<file path="src/rtl/rsp_pkg.sv">
package rsp_pkg;
    localparam int OP_W = 2;

    typedef enum logic [1:0] {
        ST_FREE   = 2'd0,
        ST_WAIT   = 2'd1,
        ST_READY  = 2'd2,
        ST_ISSUED = 2'd3
    } ent_state_e;

    typedef enum logic [OP_W-1:0] {
        OP_ADD = 2'd0,
        OP_SUB = 2'd1,
        OP_AND = 2'd2,
        OP_XOR = 2'd3
    } fu_op_e;
endpackage

</file>
<file path="src/rtl/rsp_entry.sv">
module rsp_entry
    import rsp_pkg::*;
#(
    parameter int TAG_W  = 3,
    parameter int DATA_W = 16
) (
    input  logic              clk,
    input  logic              rst_n,
    input  logic              flush,
    input  logic              wr_en,
    input  logic [OP_W-1:0]   wr_op,
    input  logic [TAG_W-1:0]  wr_dst,
    input  logic              wr_a_rdy,
    input  logic [DATA_W-1:0] wr_a_val,
    input  logic [TAG_W-1:0]  wr_a_tag,
    input  logic              wr_b_rdy,
    input  logic [DATA_W-1:0] wr_b_val,
    input  logic [TAG_W-1:0]  wr_b_tag,
    input  logic              bc_valid,
    input  logic [TAG_W-1:0]  bc_tag,
    input  logic [DATA_W-1:0] bc_val,
    input  logic              grant,
    output ent_state_e        state,
    output logic [OP_W-1:0]   op,
    output logic [TAG_W-1:0]  dst,
    output logic [DATA_W-1:0] a_val,
    output logic [DATA_W-1:0] b_val
);
    ent_state_e        st_q, st_d;
    logic              a_have_q, b_have_q;
    logic [TAG_W-1:0]  a_tag_q, b_tag_q;
    logic [OP_W-1:0]   op_q;
    logic [TAG_W-1:0]  dst_q;
    logic [DATA_W-1:0] a_val_q, b_val_q;

    // source resolution at dispatch (bus snoop in the write cycle)
    logic a_hit_wr, b_hit_wr, a_now_wr, b_now_wr;
    // source resolution while waiting
    logic a_hit_w, b_hit_w, a_now_w, b_now_w;

    assign a_hit_wr = bc_valid && (bc_tag == wr_a_tag);
    assign b_hit_wr = bc_valid && (bc_tag == wr_b_tag);
    assign a_now_wr = wr_a_rdy || a_hit_wr;
    assign b_now_wr = wr_b_rdy || b_hit_wr;
    assign a_hit_w  = bc_valid && !a_have_q && (bc_tag == a_tag_q);
    assign b_hit_w  = bc_valid && !b_have_q && (bc_tag == b_tag_q);
    assign a_now_w  = a_have_q || a_hit_w;
    assign b_now_w  = b_have_q || b_hit_w;

    always_comb begin
        st_d = st_q;
        unique case (st_q)
            ST_FREE:   if (wr_en) st_d = (a_now_wr && b_now_wr) ? ST_READY : ST_WAIT;
            ST_WAIT:   if (a_now_w && b_now_w) st_d = ST_READY;
            ST_READY:  if (grant) st_d = ST_ISSUED;
            ST_ISSUED: if (bc_valid && (bc_tag == dst_q)) st_d = ST_FREE;
            default:   st_d = ST_FREE;
        endcase
        if (flush) st_d = ST_FREE;
    end

    always_ff @(posedge clk) begin
        if (!rst_n) st_q <= ST_FREE;
        else        st_q <= st_d;
    end

    always_ff @(posedge clk) begin
        if (!rst_n) begin
            op_q     <= '0;
            dst_q    <= '0;
            a_have_q <= 1'b0;
            b_have_q <= 1'b0;
            a_tag_q  <= '0;
            b_tag_q  <= '0;
            a_val_q  <= '0;
            b_val_q  <= '0;
        end else if (st_q == ST_FREE && wr_en) begin
            op_q     <= wr_op;
            dst_q    <= wr_dst;
            a_have_q <= a_now_wr;
            b_have_q <= b_now_wr;
            a_tag_q  <= wr_a_tag;
            b_tag_q  <= wr_b_tag;
            a_val_q  <= wr_a_rdy ? wr_a_val : bc_val;
            b_val_q  <= wr_b_rdy ? wr_b_val : bc_val;
        end else if (st_q == ST_WAIT) begin
            if (a_hit_w) begin
                a_have_q <= 1'b1;
                a_val_q  <= bc_val;
            end
            if (b_hit_w) begin
                b_have_q <= 1'b1;
                b_val_q  <= bc_val;
            end
        end
    end

    assign state = st_q;
    assign op    = op_q;
    assign dst   = dst_q;
    assign a_val = a_val_q;
    assign b_val = b_val_q;
endmodule

</file>
<file path="src/rtl/rsp_age_pick.sv">
module rsp_age_pick #(
    parameter int NUM_ENT = 4
) (
    input  logic               clk,
    input  logic               rst_n,
    input  logic [NUM_ENT-1:0] alloc_oh,
    input  logic [NUM_ENT-1:0] ready,
    output logic [NUM_ENT-1:0] grant
);
    // older_q[i][j] = 1 : slot j was written before slot i
    logic [NUM_ENT-1:0] older_q [NUM_ENT];

    always_ff @(posedge clk) begin
        if (!rst_n) begin
            for (int i = 0; i < NUM_ENT; i++) older_q[i] <= '0;
        end else begin
            for (int i = 0; i < NUM_ENT; i++) begin
                for (int j = 0; j < NUM_ENT; j++) begin
                    if (alloc_oh[i])      older_q[i][j] <= (i != j);
                    else if (alloc_oh[j]) older_q[i][j] <= 1'b0;
                end
            end
        end
    end

    for (genvar g = 0; g < NUM_ENT; g++) begin : g_pick
        assign grant[g] = ready[g] && ((ready & older_q[g]) == '0);
    end
endmodule

</file>
<file path="src/rtl/rsp_fu_stub.sv">
module rsp_fu_stub
    import rsp_pkg::*;
#(
    parameter int TAG_W  = 3,
    parameter int DATA_W = 16,
    parameter int LAT    = 2
) (
    input  logic              clk,
    input  logic              rst_n,
    input  logic              flush,
    input  logic              in_valid,
    input  logic [OP_W-1:0]   in_op,
    input  logic [DATA_W-1:0] in_a,
    input  logic [DATA_W-1:0] in_b,
    input  logic [TAG_W-1:0]  in_tag,
    output logic              out_valid,
    output logic [TAG_W-1:0]  out_tag,
    output logic [DATA_W-1:0] out_val
);
    logic [DATA_W-1:0] res;
    logic [LAT-1:0]    stg_v;
    logic [TAG_W-1:0]  stg_tag [LAT];
    logic [DATA_W-1:0] stg_val [LAT];

    always_comb begin
        unique case (fu_op_e'(in_op))
            OP_ADD:  res = in_a + in_b;
            OP_SUB:  res = in_a - in_b;
            OP_AND:  res = in_a & in_b;
            OP_XOR:  res = in_a ^ in_b;
            default: res = '0;
        endcase
    end

    always_ff @(posedge clk) begin
        if (!rst_n) begin
            stg_v <= '0;
            for (int s = 0; s < LAT; s++) begin
                stg_tag[s] <= '0;
                stg_val[s] <= '0;
            end
        end else begin
            for (int s = LAT - 1; s > 0; s--) begin
                stg_v[s]   <= stg_v[s-1] & ~flush;
                stg_tag[s] <= stg_tag[s-1];
                stg_val[s] <= stg_val[s-1];
            end
            stg_v[0]   <= in_valid & ~flush;
            stg_tag[0] <= in_tag;
            stg_val[0] <= res;
        end
    end

    assign out_valid = stg_v[LAT-1];
    assign out_tag   = stg_tag[LAT-1];
    assign out_val   = stg_val[LAT-1];
endmodule

</file>
<file path="src/rtl/resv_station_pool.sv">
module resv_station_pool
    import rsp_pkg::*;
#(
    parameter int NUM_ENT = 4,
    parameter int TAG_W   = 3,
    parameter int DATA_W  = 16,
    parameter int FU_LAT  = 2
) (
    input  logic              clk,
    input  logic              rst_n,
    input  logic              flush,
    input  logic              disp_valid,
    input  logic              rob_free,
    input  logic [1:0]        disp_op,
    input  logic [TAG_W-1:0]  disp_dst,
    input  logic              src_a_ready,
    input  logic [DATA_W-1:0] src_a_value,
    input  logic [TAG_W-1:0]  src_a_tag,
    input  logic              src_b_ready,
    input  logic [DATA_W-1:0] src_b_value,
    input  logic [TAG_W-1:0]  src_b_tag,
    input  logic              ext_bc_valid,
    input  logic [TAG_W-1:0]  ext_bc_tag,
    input  logic [DATA_W-1:0] ext_bc_value,
    output logic              disp_accept,
    output logic              issue_valid,
    output logic [TAG_W-1:0]  issue_tag,
    output logic              cdb_valid,
    output logic [TAG_W-1:0]  cdb_tag,
    output logic [DATA_W-1:0] cdb_value
);
    localparam int SEL_W = (NUM_ENT > 1) ? $clog2(NUM_ENT) : 1;

    ent_state_e         ent_st  [NUM_ENT];
    logic [OP_W-1:0]    ent_op  [NUM_ENT];
    logic [TAG_W-1:0]   ent_dst [NUM_ENT];
    logic [DATA_W-1:0]  ent_a   [NUM_ENT];
    logic [DATA_W-1:0]  ent_b   [NUM_ENT];
    logic [NUM_ENT-1:0] ent_free, ent_ready, ent_issued;
    logic [NUM_ENT-1:0] pick_oh, alloc_oh, grant;
    logic [SEL_W-1:0]   sel_idx;

    logic              fu_v;
    logic [TAG_W-1:0]  fu_tag;
    logic [DATA_W-1:0] fu_val;

    // result bus: own unit first, external producers otherwise
    assign cdb_valid = fu_v || ext_bc_valid;
    assign cdb_tag   = fu_v ? fu_tag : ext_bc_tag;
    assign cdb_value = fu_v ? fu_val : ext_bc_value;

    // lowest-index free slot
    always_comb begin
        logic found;
        found   = 1'b0;
        pick_oh = '0;
        for (int i = 0; i < NUM_ENT; i++) begin
            if (ent_free[i] && !found) begin
                pick_oh[i] = 1'b1;
                found      = 1'b1;
            end
        end
    end

    assign disp_accept = disp_valid && rob_free && !flush && (|ent_free);
    assign alloc_oh    = disp_accept ? pick_oh : '0;

    for (genvar g = 0; g < NUM_ENT; g++) begin : g_ent
        rsp_entry #(.TAG_W(TAG_W), .DATA_W(DATA_W)) u_ent (
            .clk      (clk),
            .rst_n    (rst_n),
            .flush    (flush),
            .wr_en    (alloc_oh[g]),
            .wr_op    (disp_op),
            .wr_dst   (disp_dst),
            .wr_a_rdy (src_a_ready),
            .wr_a_val (src_a_value),
            .wr_a_tag (src_a_tag),
            .wr_b_rdy (src_b_ready),
            .wr_b_val (src_b_value),
            .wr_b_tag (src_b_tag),
            .bc_valid (cdb_valid),
            .bc_tag   (cdb_tag),
            .bc_val   (cdb_value),
            .grant    (grant[g]),
            .state    (ent_st[g]),
            .op       (ent_op[g]),
            .dst      (ent_dst[g]),
            .a_val    (ent_a[g]),
            .b_val    (ent_b[g])
        );
        assign ent_free[g]   = (ent_st[g] == ST_FREE);
        assign ent_ready[g]  = (ent_st[g] == ST_READY);
        assign ent_issued[g] = (ent_st[g] == ST_ISSUED);
    end

    rsp_age_pick #(.NUM_ENT(NUM_ENT)) u_age (
        .clk      (clk),
        .rst_n    (rst_n),
        .alloc_oh (alloc_oh),
        .ready    (ent_ready),
        .grant    (grant)
    );

    always_comb begin
        sel_idx = '0;
        for (int i = 0; i < NUM_ENT; i++) begin
            if (grant[i]) sel_idx = SEL_W'(i);
        end
    end

    assign issue_valid = |grant;
    assign issue_tag   = ent_dst[sel_idx];

    rsp_fu_stub #(.TAG_W(TAG_W), .DATA_W(DATA_W), .LAT(FU_LAT)) u_fu (
        .clk       (clk),
        .rst_n     (rst_n),
        .flush     (flush),
        .in_valid  (issue_valid),
        .in_op     (ent_op[sel_idx]),
        .in_a      (ent_a[sel_idx]),
        .in_b      (ent_b[sel_idx]),
        .in_tag    (ent_dst[sel_idx]),
        .out_valid (fu_v),
        .out_tag   (fu_tag),
        .out_val   (fu_val)
    );
endmodule

</file>
<file path="config.mk">
export PLATFORM = sky130hd
export DESIGN_NAME = resv_station_pool
export DESIGN_NICKNAME = d
export VERILOG_FILES = /design/src/rtl/rsp_pkg.sv /design/src/rtl/rsp_entry.sv /design/src/rtl/rsp_age_pick.sv /design/src/rtl/rsp_fu_stub.sv /design/src/rtl/resv_station_pool.sv
export SDC_FILE = /design/constraint.sdc
export NUM_CORES = 1
export LEC_CHECK = 0
export ABC_CLOCK_PERIOD_IN_PS = 10700
export BUFFER_PORTS_ARGS = -buffer_cell sky130_fd_sc_hd__buf_2
export CAP_MARGIN = 20
export CORE_UTILIZATION = 60
export CTS_CLUSTER_DIAMETER = 150
export DETAILED_ROUTE_END_ITERATION = 8
export GPL_TIMING_DRIVEN = 0
export HOLD_SLACK_MARGIN = 0.15
export PLACE_DENSITY = 0.75
export SETUP_SLACK_MARGIN = 0.3
export SYNTH_ARGS = -nofsm -noshare
export SYNTH_HDL_FRONTEND = slang
export SYNTH_HIERARCHICAL = 1
export SYNTH_SLANG_ARGS = --single-unit
</file>
<file path="constraint.sdc">
create_clock -name clk -period 10.7 [get_ports clk]
set_input_delay 0.535 -clock clk [delete_from_list [all_inputs] [get_ports clk]]
set_output_delay 0.535 -clock clk [all_outputs]
set_load 0.02 [all_outputs]
</file>
==> results.ini <==
[run_status]
status=finished clean

[worst_setup_path]
critical_path_buf_inv_count=4
startpoint_type=register
cp_common_cell=nand2_1
crit_chain=nor2b_1 > nand2_1 > and3_1 > inv_2 > buf_2 > o22ai_1 > a21oi_1 > clkbuf_1 > inv_1 > nand2_1 > o21ai_0 > xor2_1 > ha_1 > a2111oi_0 > a211oi_1 > o21a_1 > o2111ai_1 > nand4_1 > a31oi_1
critPathMaxStageDelay_ps=630
critPathArrivalTime_ps=6580
cp_data_required_time_ps=11120
path_max_fanout=10
critPathTopFamily=compound AO/OA/AOI/OAI gates
worstSetupPathType=register to register
critPathSlowestCell=a2111oi_0
worstSetupEndpointType=register

[hold_path]
min_path_type=primary input to register

[global_routing]
grt_max_degree=22
grt_pass1_wl_um=74100
antenna_found_initial=0
grt_pass1_vias=12900
grt_usage_pct=39.5
grt_overflow=0

[placed_design]
post_dp_cell_area_um2=15400
gp_congestion=0.983
io_buffers=92
dpl.hpwl_um=36300

[finish]
nets=1928
area.growth.synth_to_final_pct=13.2
fin_util_pct=69.6
fin_area_um2=16400
n_antenna_cell=0
drive_above_1_share_pct=16.8

[clock_network]
clkLatencyLatePin_ps=540
path_clk_slew_ps=70
htreeDepth=1
cts_hold_buf=0
cts_buffers=26
clock-sinks=240
tritoncts=yes
ctsResizeCount=0
cts-root-buf=clkbuf_16
post_cts_buffers=0
cts_max_path_buffers=3

[logic_synthesis]
synth_top_cells_by_area=dfxtp_1, o211a_1, nand3_1
yosys.area_share.xor_xnor_pct=5.50
synth.most_common_cell=nand3_1
syn_nets=1806
synth-main-ff-cell=dfxtp_1
synth_fa_ha_area_share_pct=4.62
synth_area_um2=14500
synth_seq_cells=240
ys_types=67
synth_edf_count=12
synth_top_family_by_area=compound AO/OA/AOI/OAI gates
synth_compound_area_share_pct=24.6
async_reset_ff_share_pct=0
synthCells=1683
yosys.area_share.simple_pct=22.1
yosysTopAreaCellShare_pct=31.4
synth_area_per_cell_um2=8.63
yosys_warnings=6
ys_seq_area_share_pct=33.9
ys_top_cells_by_count=nand3_1, nand2_1, dfxtp_1, o211a_1, clkbuf_1
yosys.area.top_type=dfxtp_1
synthMuxAreaShare_pct=2.77

[power_and_ir_drop]
internal_power_mw=1.82
p_leak_nw=8.04
comb_power_share_pct=18.9
p_clk_share_pct=42.6
seq_power_share_pct=38.5
power_mw=2.50
switching_power_mw=0.681
p_sw_share_pct=27.2
vdd.ir_drop.worst_mv=0.234
powerDensity_nw_per_um2=152

[drt]
drc=0
vias_per_cell=6.52
vias=14000
avgRoutedWirePerCell_um=23.1
drt_first_pass_iters=8
detail-route-antenna-nets=0
drt_iter0_drc=1608
wl_um=49400

[timing]
relSlewSlack_pct=25.2
finalSetupViolations=0
tightest_slew_ps=1110
fin_crit_ps=6160
tns_ps=0
fin_crit_sh_pct=57.5
slew_viol_final=0
rsz0062_at_grt=false
fmax_mhz=162
fin_skew_ps=14.9
finalHoldViolCount=0

[floorplanning]
num_io_pins=95
fp.dieH_um=158
start_util_pct=61.5
die-area_um2=24800
core.rowCount=56
die_w_um=158
coreArea_um2=23600

[flow_run]
cap_violations=0

-- cells by family after synthesis --
kind of cell / count (synthesis)
mux: 37
compound gates: 417
buf+inv: 190
xor+xnor: 80
simple gates: 666
flops: 240
fa+ha+maj: 53
-- cell type report --
type | instances | area, µm²
inverters | 35 | 131
well taps | 319 | 399
clock inverters | 15 | 284
repair buffers | 94 | 473
flip-flops and latches | 240 | 4920
clock buffers | 33 | 748
multi-input cells | 1253 | 8660
fillers | 1933 | 7180
plain buffers | 155 | 816
-- cells in the final DEF (no fill, tap or decap), drive strengths merged, types with 12 or more instances in the layout --
cell type	n
dfxtp	228
and2	39
nor2	25
a21boi	45
edfxtp	12
inv	35
nand2b	24
mux2	26
nand2	254
ha	52
o211a	135
a21oi	53
buf	178
nand3	262
nor2b	16
o21ai	27
xnor2	73
clkbuf	104
o22ai	79
-- stage by stage --
step                std cells  worst slack (ps)  hold slack, ps
floorplan                1683              6310             406
CTS                      2144              4760             289
global route             2144              4280             303
detailed placement       2096              4870             420
finish                   2144              4540             298
global placement         2094              4900             416
-- metal layers --
metal | GRT usage, % | part of all wire (%) | up-vias
met5 | 0 | 0 | -
li1 | - | - | 6323
met4 | 25.4 | 7.0 | 0
met2 | 61.7 | 43 | 856
met3 | 6.65 | 11 | 188
met1 | 50.6 | 39 | 6602
-- power groups by stage --
stage	registers [mW]	clock network (mW)	logic [mW]
final	0.965	1.07	0.472
after global routing	0.970	1.11	0.510
after CTS	0.965	1.07	0.461
after detailed placement	0.984	0	0.457
after global placement	0.982	0	0.449
after floorplan	0.979	0	0.333
-- final timing paths --
kind | from | end | slack, ps | cells after the start
worst max-delay path | g_ent[0].u_ent/state[1] | u_fu/stg_val[0][15] | 4540 | 19
worst min-delay path | disp_op[0] | g_ent[3].u_ent/op[0] | 300 | 3
worst max register to register | g_ent[0].u_ent/state[1] | u_fu/stg_val[0][15] | 4540 | 19
worst min register to register | u_fu/stg_val[0][10] | u_fu/stg_val[0][26] | 430 | 1
-- worst register-to-register path: cells and delay by family (launching register included) --
family	cells	cell delay, ps
simple gates	5	1400
flops	1	490
fa+ha+maj	1	360
compound gates	8	2190
xor+xnor	1	160
buf+inv	4	1450
-- state kept, by name (all words and copies together) (netlist names), 8 cells and up --
signal               flops
g_ent.u_ent/a_val       64
g_ent.u_ent/dst         12
u_fu/stg_val            32
g_ent.u_ent/op           8
g_ent.u_ent/state        8
g_ent.u_ent/b_val       64
u_age/older_q           12
g_ent.u_ent/a_tag_q     12
g_ent.u_ent/b_tag_q     12
No activity file was read; power rests on OpenSTA's default activity.
